--- config.mk ---
export PLATFORM = sky130hd
export DESIGN_NAME = pcicfg_sequencer
export DESIGN_NICKNAME = d
export VERILOG_FILES = /design/src/rtl/pcicfg_sequencer.sv
export SDC_FILE = /design/constraint.sdc
export NUM_CORES = 1
export LEC_CHECK = 0
export ABC_AREA = 0
export BUFFER_PORTS_ARGS = -buffer_cell sky130_fd_sc_hd__buf_2
export CAP_MARGIN = 20
export CORE_ASPECT_RATIO = 0.8
export CORE_UTILIZATION = 48
export DETAILED_ROUTE_END_ITERATION = 16
export PLACE_DENSITY = 0.84
export REMOVE_ABC_BUFFERS = 1
export SYNTH_ARGS = -nofsm -noshare
export SYNTH_HDL_FRONTEND = slang
export SYNTH_SLANG_ARGS = --single-unit
--- constraint.sdc ---
create_clock -name clk -period 1.9 [get_ports clk]
set_input_delay 0.19 -clock clk [delete_from_list [all_inputs] [get_ports clk]]
set_output_delay 0.19 -clock clk [all_outputs]
set_load 0.05 [all_outputs]
--- src/rtl/pcicfg_sequencer.sv ---
module pcicfg_sequencer #(
  parameter logic [31:0] CFG_BASE  = 32'h6100_0000,
  parameter logic [31:0] WIN0_STD  = 32'h4000_0091,
  parameter logic [31:0] WIN0_WIDE = 32'h4000_00A1,
  parameter logic [31:0] WIN1_CFG  = 32'h6100_0061,
  parameter logic [31:0] WIN1_MEM  = 32'h5000_0091,
  parameter logic [31:0] MAP1_MEM  = 32'h1000_0006,
  parameter logic [31:0] MAP_CFG   = 32'h0000_000A
) (
  input  logic        clk,
  input  logic        rst_n,
  input  logic        req,
  input  logic        req_write,
  input  logic [8:0]  req_bus,
  input  logic [8:0]  req_devfn,
  input  logic [8:0]  req_offset,
  input  logic [2:0]  req_size,
  input  logic [31:0] req_wdata,
  output logic        busy,
  output logic        done,
  output logic        rejected,
  output logic [31:0] rdata,
  output logic        reg_wr,
  output logic [1:0]  reg_sel,
  output logic [31:0] reg_data,
  input  logic        reg_ack,
  output logic        bus_req,
  output logic        bus_we,
  output logic [1:0]  bus_size,
  output logic [31:0] bus_addr,
  output logic [31:0] bus_wdata,
  input  logic [31:0] bus_rdata,
  input  logic        bus_ack,
  input  logic        bus_err
);

  typedef enum logic [3:0] {
    S_IDLE, S_OPEN0, S_OPEN1, S_OPEN2, S_XFER, S_RBACK, S_CLOSE0, S_CLOSE1, S_CLOSE2
  } st_t;

  st_t         st;
  logic [31:0] a_addr, a_map, a_wdata, a_rd;
  logic [1:0]  a_bsz;
  logic        a_we, a_err;

  logic        size_ok, illegal;
  logic [1:0]  in_bsz;
  logic [4:0]  slot;
  logic [2:0]  func;
  logic [31:0] t0_addr, t1_addr, in_addr, in_map, in_mask, a_mask;

  function automatic logic [31:0] width_mask(input logic [1:0] bsz);
    case (bsz)
      2'd0:    width_mask = 32'h0000_00FF;
      2'd1:    width_mask = 32'h0000_FFFF;
      default: width_mask = 32'hFFFF_FFFF;
    endcase
  endfunction

  assign size_ok = (req_size == 3'd1) || (req_size == 3'd2) || (req_size == 3'd4);
  assign illegal = req_bus[8] | req_devfn[8] | req_offset[8] | ~size_ok;
  assign in_bsz  = (req_size == 3'd1) ? 2'd0 : (req_size == 3'd2) ? 2'd1 : 2'd2;
  assign in_mask = width_mask(in_bsz);
  assign a_mask  = width_mask(a_bsz);
  assign slot    = req_devfn[7:3];
  assign func    = req_devfn[2:0];

  assign t0_addr = {21'd0, func, 8'd0}
                 | ((slot <= 5'd12) ? (32'd1 << ({27'd0, slot} + 32'd11)) : 32'd0);
  assign t1_addr = {8'd0, req_bus[7:0], req_devfn[7:0], 8'd0};

  always_comb begin
    if (req_bus[7:0] == 8'd0) begin
      in_addr = t0_addr;
      in_map  = MAP_CFG | ((slot > 5'd12) ? (32'd1 << ({27'd0, slot} - 32'd5)) : 32'd0);
    end else begin
      in_addr = t1_addr;
      in_map  = MAP_CFG | 32'd1;
    end
  end

  always_ff @(posedge clk or negedge rst_n) begin
    if (!rst_n) begin
      st       <= S_IDLE;
      done     <= 1'b0;
      rejected <= 1'b0;
      rdata    <= 32'd0;
      a_addr   <= 32'd0;
      a_map    <= 32'd0;
      a_wdata  <= 32'd0;
      a_rd     <= 32'd0;
      a_bsz    <= 2'd0;
      a_we     <= 1'b0;
      a_err    <= 1'b0;
    end else begin
      done     <= 1'b0;
      rejected <= 1'b0;
      case (st)
        S_IDLE: if (req) begin
          if (illegal) begin
            done     <= 1'b1;
            rejected <= 1'b1;
            rdata    <= 32'hFFFF_FFFF;
          end else begin
            a_addr  <= CFG_BASE + in_addr + {23'd0, req_offset};
            a_map   <= in_map;
            a_bsz   <= in_bsz;
            a_we    <= req_write;
            a_wdata <= req_wdata & in_mask;
            a_err   <= 1'b0;
            st      <= S_OPEN0;
          end
        end
        S_OPEN0:  if (reg_ack) st <= S_OPEN1;
        S_OPEN1:  if (reg_ack) st <= S_OPEN2;
        S_OPEN2:  if (reg_ack) st <= S_XFER;
        S_XFER, S_RBACK: if (bus_ack || bus_err) begin
          a_err <= a_err | bus_err;
          a_rd  <= bus_rdata & a_mask;
          st    <= (st == S_XFER && a_we) ? S_RBACK : S_CLOSE0;
        end
        S_CLOSE0: if (reg_ack) st <= S_CLOSE1;
        S_CLOSE1: if (reg_ack) st <= S_CLOSE2;
        S_CLOSE2: if (reg_ack) begin
          st    <= S_IDLE;
          done  <= 1'b1;
          rdata <= a_err ? ((a_bsz == 2'd0) ? 32'h0000_00FF : 32'hFFFF_FFFF) : a_rd;
        end
        default: st <= S_IDLE;
      endcase
    end
  end

  always_comb begin
    reg_sel  = 2'd0;
    reg_data = 32'd0;
    case (st)
      S_OPEN0:  begin reg_sel = 2'd0; reg_data = WIN0_WIDE; end
      S_OPEN1:  begin reg_sel = 2'd1; reg_data = WIN1_CFG;  end
      S_OPEN2:  begin reg_sel = 2'd2; reg_data = a_map;     end
      S_CLOSE0: begin reg_sel = 2'd1; reg_data = WIN1_MEM;  end
      S_CLOSE1: begin reg_sel = 2'd2; reg_data = MAP1_MEM;  end
      S_CLOSE2: begin reg_sel = 2'd0; reg_data = WIN0_STD;  end
      default:  ;
    endcase
  end

  assign busy      = (st != S_IDLE);
  assign reg_wr    = (st == S_OPEN0) || (st == S_OPEN1) || (st == S_OPEN2) ||
                     (st == S_CLOSE0) || (st == S_CLOSE1) || (st == S_CLOSE2);
  assign bus_req   = (st == S_XFER) || (st == S_RBACK);
  assign bus_we    = (st == S_XFER) && a_we;
  assign bus_size  = a_bsz;
  assign bus_addr  = a_addr;
  assign bus_wdata = a_wdata;

endmodule

## After elaboration in Yosys (flattened, before gate mapping)

Cells that the tools add are included.

| word-level totals | value |
|---|---|
| word-level logic and storage cells | 112 |
| register bits | 170 |

| operators by class | value |
|---|---|
| shift-type cells | 2 |
| add/subtract/negate cells | 4 |
| bitwise operators | 9 |
| reductions and logical operators | 25 |
| mux-type cells | 36 |
| equality and inequality tests | 23 |
| magnitude comparators | 2 |

Operators by type and width:

| cell | number |
|---|---|
| 2-to-1 mux 32 bit | 9 |
| case mux 32 bit (2 select lines) | 3 |
| case mux 32 bit (6 select lines) | 1 |
| bitwise AND 32 bit | 2 |
| 2-to-1 mux 4 bit | 9 |
| adder 31 x 32 -> 32 bit (first input constant) | 1 |
| adder 32 x 9 -> 32 bit | 1 |
| OR 11 x 32 -> 32 bit | 1 |
| case mux 4 bit (8 select lines) | 1 |
| left shift 1 x 32 -> 32 bit (first input constant) | 1 |
| left shift 1 x 6 -> 32 bit (first input constant) | 1 |
| inequality test 2 bit (second input constant) | 10 |
| equality test 4 x 3 -> 1 bit (second input constant) | 4 |
| logical OR 1 bit | 9 |
| AND reduction 9 bit | 1 |
| equality test 4 x 2 -> 1 bit (second input constant) | 2 |
| zero test 8 bit | 1 |
| AND reduction 4 bit | 2 |
| 2-to-1 mux 1 bit | 7 |
| adder 5 x 4 -> 6 bit (second input constant) | 1 |
| 2-to-1 mux 2 bit | 3 |
| OR reduction 2 bit | 3 |
| subtractor 5 x 3 -> 6 bit (second input constant) | 1 |
| > comparator 5 x 4 -> 1 bit (second input constant) | 1 |
| 18 further kinds | 26 |

## Depth between registers and ports, before layout

Gate-level depths: netlist of the first run.

| logic depth | value |
|---|---|
| word-level depth | 8 |
| depth in mapped cells | 17 |
| depth with buffers taken out | 15 |

## Worst setup path before layout of the first run

Ideal clock, no wire load.

| timing | value |
|---|---|
| path type | input port to flip-flop |
| start point | input req_devfn[3] |
| end point | register a_addr[21], in the netlist bus_addr[21] |
| path buffers | 2 |
| library setup time | 0.132 ns |
| path slack | -1.352 ns |
| stages | 16 |
| arrival time | 3.120 ns |
| path through | buf_2 > inv_1 > ha_1 > buf_2 > nor2_1 > a32oi_2 > nor2_1 > and2_1 > ha_1 > a21oi_1 > o21ai_0 > a21o_1 > o21ai_2 > nor4b_2 > xor2_1 > o21ai_1 |

| between the ends | value |
|---|---|
| longest elaborated chain between the ends | 7 |

Ends and longest elaborated chain:

| element | RTL line | RTL |
|---|---|---|
| start: declaration | 15 | `input logic [8:0] req_devfn,` |
| adder 5 x 4 -> 6 bit | 69 | `\| ((slot <= 5'd12) ? (32'd1 << ({27'd0, slot} + 32'd11)) : 32'd0);` |
| left shift 1 x 6 -> 32 bit | 69 |  |
| 2-to-1 mux 32 bit | 69 |  |
| OR 11 x 32 -> 32 bit | 69 |  |
| 2-to-1 mux 32 bit (*) | 73 | `if (req_bus[7:0] == 8'd0) begin` |
| adder 31 x 32 -> 32 bit (*) | 105 | `a_addr <= CFG_BASE + in_addr + {23'd0, req_offset};` |
| adder 32 x 9 -> 32 bit (*) | 105 |  |
| end signal: assignment | 105 |  |
| end: declaration | 42 | `logic [31:0] a_addr, a_map, a_wdata, a_rd;` |

Every way passes the cells marked *; elsewhere a longest branch is shown, timed or not.
A chain may end at the register's enable or synchronous reset.

## Final worst setup path of the first run

| timing | value |
|---|---|
| start point | input req_devfn[6] |
| end point | register a_addr[15], in the netlist bus_addr[15] |

Same word-level chain as after synthesis.

==> impl_metrics.csv, run 1 <==
group,metric,value,unit
run_status,status,"complete, but fails checks",
run_status,violations,"setup timing",
detailed_routing,vias_per_cell,5.87,
hold_path,hp-start,"bus_rdata[10]",
worst_setup_path,path_max_fanout,7,
detailed_routing,finalWirelength,34.2,mm
synth,async_reset_ff_share,100,%
pwr,p_leak,6.73,nW
die,die_area,0.0183,mm²
layout,fillCellCount,1010,
worst_setup_path,critPathLaunchType,"input pin",
die,row_count,43,
die,ios,239,
placed_design,placedCellCount,1445,
synth,avgSynthCellArea,9.48,µm²
pwr,cellPowerDensity,1290,mW/mm²
synth,ys_ff_latch,169,
timing,maxSlewHeadroom,47.3,%
die,die_w,151,µm
clocking,clkLatencyLatePin,440,ps
layout,layout_common_cells,"198 x buf_2, 167 x dfrtp_1, 146 x nand2_1",
global_route,grt_use_total,32.2,%
layout,final_cells,1581,
global_route,grt_max_degree,66,
synth,syn-cell-area,0.00851,mm²
detailed_routing,drc,0,
placed_design,routabilityCongestion,0.920,
clocking,root_buffer,"clkbuf_16",
detailed_routing,dr_total_vias,9282,
worst_setup_path,worstPathArrival,2710,ps
clocking,h-tree-depth,4,
synth,yosys_warnings,0,
clocking,cts_buffers,17,
timing,grt_setup_unrepaired,"yes",
worst_setup_path,r2r-end,"st[0]$_DFFE_PN0P_",
timing,fmax,0.427,GHz
die,coreArea,0.0173,mm²
placed_design,placed_cell_area,0.0109,mm²
detailed_routing,firstDrtPassIters,5,
timing,finalHoldViolations,0,
detailed_routing,drt_iter0_markers,1033,
synth,syn_inst,898,
layout,antennaDiodeCount,0,
synth,synth-edff-count,0,
pwr,ir_drop,0.822,mV
clocking,cts_tree,"yes",
placed_design,port_buffers,238,
worst_setup_path,endpoint_kind,"flop",
timing,finalCritPeriodShare,123,%
global_route,grt_pass1_wl,45.3,mm
detailed_routing,ant_nets,0,
placed_design,pre_cts_ws,-1150,ps
timing,clock-skew-final,9.57,ps
global_route,grt_pass1_vias,8903,
timing,setup_viol,134,
worst_setup_path,reg2regPathDepth,9,
clocking,clkSinkCount,169,
timing,setup_tns,-22910,ps
hold_path,hold_depth,3,
synth,synthDistinctLibCells,74,
layout,nets,1459,
synth,yosysSeqAreaShare,49.7,%
detailed_routing,wl_per_cell,21.6,µm
layout,fin_area,0.0139,mm²
global_route,grt_overflow,0,
timing,slew_violations,0,
worst_setup_path,criticalPathCategory,"in -> reg",
layout,area_growth,63.1,%
timing,period_needed,2340,ps
hold_path,holdPathEnd,"a_rd[10]$_DFFE_PN0P_",
layout,drive_gt1_share,49.7,%
die,die_height,121,µm
hold_path,worstHoldPathType,"in -> reg",
die,start_util,49.1,%
worst_setup_path,reg2reg_from,"st[3]$_DFFE_PN0P_",
timing,setup_ws,-444,ps
timing,tightestPinTransition,788,ps
layout,mostFrequentLayoutCell,"buf_2",
placed_design,dp_hpwl,18.2,mm
worst_setup_path,critPathRequiredTime,2260,ps
worst_setup_path,r2r_slack,-290,ps
clocking,clockBufferDepth,2,
job,max_cap_viol_count,0,
global_route,antenna_found_initial,1,
clocking,clk_pin_slew,70,ps
synth,synth_flop_cell,"dfrtp_1",
==> critical path, cell delays in order <==
cell and delay [ps]:
buf_6 100, or3_4 430, a21oi_4 150, or2_4 160, nand2_4 60, o21bai_1 170
ha_1 330, a21oi_2 190, o21ai_2 80, a21o_1 200, o21ai_4 180, buf_4 190
nor2_2 40, xor2_1 130, o21ai_1 110
==> flip-flops by register name, summed over array words and instances, names as in the netlist <==
register   cells
a_rd          32
bus_addr      32
bus_wdata     32
rdata         32
a_map         31
st             4
bus_size       2
a_err          1
a_we           1
done           1
rejected       1
==> per-layer routing <==
layer	routed length (µm)	global-route usage, %	vias to the layer above
li1	-	-	3986
met1	13000	39.1	4520
met2	16700	53.8	607
met3	2670	7.56	167
met4	1780	15.5	2
met5	12	0	-
==> cell usage after synthesis (3+ instances only) <==
master,instances,share of area [%]
a211oi_1,3,0.26
a21boi_0,3,0.26
a21o_1,4,0.35
a21oi_1,88,5.2
a22o_1,40,4.1
a32oi_1,3,0.31
and2_1,30,2.2
and3_1,3,0.22
buf_1,3,0.13
buf_2,14,0.82
clkbuf_1,33,1.5
dfrtp_1,169,50
ha_1,14,2.1
inv_1,25,1.1
mux2_2,9,1.2
nand2_1,155,6.8
nand2b_1,7,0.51
nand3_1,14,0.82
nand3b_1,3,0.26
nor2_1,84,3.7
nor2b_1,7,0.51
nor3_1,9,0.53
nor3_2,4,0.47
nor4_2,3,0.44
nor4_4,8,2.0
o21a_1,3,0.26
o21ai_0,57,3.4
o21ai_1,14,0.82
o21bai_1,3,0.26
o22ai_1,5,0.37
o31ai_1,4,0.35
or2_2,5,0.37
or3_1,3,0.22
xnor2_1,4,0.41
xor2_1,19,2.0
==> power by group <==
group	internal [W]	switching (W)	total, W	leakage, nW
logic	0.00307	0.00607	0.00915	4.30
clock network	0.00175	0.00170	0.00345	0.282
registers	0.00462	0.000733	0.00536	2.16
total	0.00945	0.00851	0.0180	6.73
==> metrics by stage <==
step                hold slack, ps  util, %  total power (W)
floorplan                     -106        -          0.00987
global placement               177     62.9           0.0119
detailed placement             175     62.9           0.0121
CTS                          0.110     74.7           0.0164
global route                  3.14     80.2           0.0186
finish                        6.24     80.2           0.0180
==> worst max-delay path by stage <==
stage	startpoint	end	slack (ps)	cells after the start
CTS	req_devfn[6]	bus_addr[21]$_DFFE_PN0P_	-240	13
global placement	req_devfn[3]	bus_addr[21]$_DFFE_PN0P_	-1020	15
floorplan	st[2]$_DFFE_PN0P_	a_rd[0]$_DFFE_PN0P_	-1980	4
global route	req_devfn[6]	bus_addr[21]$_DFFE_PN0P_	-570	15
finish	req_devfn[6]	bus_addr[15]$_DFFE_PN0P_	-440	15
detailed placement	req_devfn[3]	bus_addr[21]$_DFFE_PN0P_	-1150	16
==> cells by family (layout without fill, tap and decap cells) <==
kind of cell	after synthesis	in the layout	synth area share, %
xor gates and xnor gates	23	23	2.37
and+or+nand+nor	351	352	21.2
DFF	169	169	49.7
AOI/OAI and AO/OA	250	250	19.3
muxes	9	9	1.19
other	2	5	0.0882
buffers and inverters	79	533	3.91
adders and majority gates	15	15	2.29
==> area by class of cell <==
class	count	area (µm²)	share of cell area (%)
clock buffer	17	425	3.06
clock inverter	15	151	1.09
inverter	26	115	0.829
multi-input combinational	654	4860	35.0
sequential	169	4230	30.5
tap	225	282	2.03
timing repair buffer	475	3820	27.5
==> what timing repair did <==
item	4_1_cts	5_1_grt
setup endpoints to repair	59	130
pin swaps	74	56
buffers inserted	30	25
resized for setup	234	157
hold buffers	40	0
gates cloned	4	8
endpoints found under the hold margin	86	0
Note: power is estimated with default switching activity, not from simulation.
==> inputs of run 2 (changes only) <==
CORE_UTILIZATION = 40   (was 48)
PLACE_DENSITY = 0.73   (was 0.84)
==> run 2 against run 1 <==
- the run still ends with setup timing left
- fmax is 2.9% higher
- final cell count is 2.7% higher
- worst hold slack better by 1.9 ps
- worst setup slack better by 66 ps
- combinational power is 1% lower
- power is 0.62% higher
- largest cell class unchanged
- highest routed layer is now met4
==> impl_metrics.csv, run 2 (synthesized netlist as in run 1, its figures left out) <==
group,metric,value,unit
hold_path,hold_depth,3,
die,row_count,47,
layout,drive_gt1_share,51.0,%
worst_setup_path,criticalPathCategory,"reg -> out",
die,start_util,41.0,%
worst_setup_path,r2r_slack,-160,ps
pwr,comb_power_share,50.2,%
die,coreArea,0.0208,mm²
pwr,cellPowerDensity,1280,mW/mm²
clocking,cts_buffers,17,
die,die_w,165,µm
layout,fillCellCount,1467,
placed_design,pre_cts_ws,-1070,ps
detailed_routing,wl_per_cell,19.3,µm
detailed_routing,dr_total_vias,8795,
timing,tightestPinTransition,527,ps
timing,grt_setup_unrepaired,"yes",
detailed_routing,firstDrtPassIters,5,
clocking,clkSinkCount,169,
worst_setup_path,reg2regPathDepth,10,
timing,hold-worst-slack,8.10,ps
placed_design,placedCellCount,1485,
worst_setup_path,reg2reg_from,"st[1]$_DFFE_PN0P_",
placed_design,port_buffers,238,
pwr,internal_power,0.00978,W
die,die_height,132,µm
run_status,status,"complete, but fails checks",
job,max_cap_viol_count,0,
worst_setup_path,endpoint_kind,"output port",
pwr,seq_power_share,29.9,%
detailed_routing,ant_nets,0,
timing,setup_ws,-377,ps
detailed_routing,vias_per_cell,5.42,
global_route,grt_overflow,0,
global_route,grt_use_total,25.2,%
timing,finalCritPeriodShare,120,%
layout,area_growth,66.2,%
timing,finalHoldViolations,0,
hold_path,holdPathEnd,"a_rd[14]$_DFFE_PN0P_",
clocking,clk_pin_slew,80,ps
global_route,grt_pass1_vias,8437,
layout,final_core_util,68.2,%
clocking,clockBufferDepth,2,
worst_setup_path,critPathLaunchType,"flop",
die,ios,239,
detailed_routing,finalWirelength,31.4,mm
detailed_routing,drt_iter0_markers,844,
placed_design,routabilityCongestion,0.929,
pwr,ir_drop,1.09,mV
run_status,violations,"setup timing",
placed_design,dp_hpwl,18.0,mm
global_route,antenna_found_initial,0,
worst_setup_path,path_max_fanout,3,
worst_setup_path,worstPathArrival,2090,ps
clocking,clkLatencyLatePin,440,ps
detailed_routing,drc,0,
pwr,finalPower,0.0181,W
layout,antennaDiodeCount,0,
hold_path,worstHoldPathType,"in -> reg",
global_route,grt_pass1_wl,43.3,mm
global_route,grt_max_degree,50,
clocking,cts_tree,"yes",
timing,period_needed,2280,ps
clocking,h-tree-depth,4,
layout,final_cells,1624,
layout,mostFrequentLayoutCell,"buf_2",
pwr,swShare,45.9,%
layout,nets,1459,
worst_setup_path,r2r-end,"rdata[30]$_DFFE_PN0P_",
worst_setup_path,critPathRequiredTime,1710,ps
pwr,switching_power,0.00829,W
hold_path,hp-start,"bus_rdata[14]",
timing,slew_violations,0,
timing,fmax,0.439,GHz
pwr,p_leak,6.73,nW
timing,setup_viol,114,
timing,clock-skew-final,13.7,ps
die,die_area,0.0219,mm²
layout,layout_common_cells,"197 x buf_2, 165 x dfrtp_1, 147 x nand2_1",
timing,maxSlewHeadroom,64.5,%
pwr,clockPowerShare,19.9,%
clocking,root_buffer,"clkbuf_16",
==> run 2: cell type report <==
type | count | area, µm² | share of cell area [%]
clock buffers | 18 | 439 | 3.10
clock inverters | 13 | 160 | 1.13
inverters | 26 | 111 | 0.787
multi-input cells | 653 | 4950 | 35.0
flip-flops and latches | 169 | 4230 | 29.9
well taps | 269 | 337 | 2.38
repair buffers | 476 | 3920 | 27.7
==> run 2: worst max path at each step <==
stage	endpoint	depth (start not counted)	slack, ps	from
2_1_floorplan	a_rd[0]$_DFFE_PN0P_	4	-1980	st[2]$_DFFE_PN0P_
3_3_place_gp	bus_addr[21]$_DFFE_PN0P_	16	-1020	req_devfn[3]
3_5_place_dp	bus_addr[23]$_DFFE_PN0P_	16	-1070	req_devfn[3]
4_1_cts	bus_addr[21]$_DFFE_PN0P_	16	-250	req_devfn[4]
5_1_grt	bus_addr[17]$_DFFE_PN0P_	17	-540	req_devfn[3]
6_report	reg_data[4]	8	-380	st[3]$_DFFE_PN0P_
==> run 2: metal layers <==
metal / GRT usage (%) / wire [µm]
met2: 41.2 / 15800
met4: 8.26 / 1030
met3: 5.02 / 1970
met1: 33.5 / 12700
met5: 0 / 0
==> run 2: stage by stage <==
stage / cell area [µm²] / TNS [ps]
5_1_grt: 14200 / -25660
3_3_place_gp: 10900 / -43230
2_1_floorplan: 8290 / -169220
4_1_cts: 12900 / -6970
3_5_place_dp: 10900 / -44810
6_report: 14200 / -16900
==> run 2: worst max-delay path: stages, from the launching register on <==
cell and delay [ps]:
dfrtp_2 430, nand2b_4 160, or2_4 280, buf_6 120
buf_6 110, inv_4 50, a22oi_2 80, o22ai_2 220
buf_6 200
==> run 2: repair_timing <==
item,4_1_cts,5_1_grt
setup endpoints to repair,62,134
endpoints found under the hold margin,85,0
resized for setup,199,228
hold buffers,46,0
setup buffers,27,28
pin swaps,49,93
cloned,1,12
==> run 2: power groups by stage <==
stage               registers (W)  logic [W]  clock network [W]
floorplan                 0.00741    0.00245                  0
global placement          0.00520    0.00671                  0
detailed placement        0.00523    0.00684                  0
CTS                       0.00519    0.00787            0.00363
global route              0.00552    0.00950            0.00381
finish                    0.00540    0.00906            0.00360
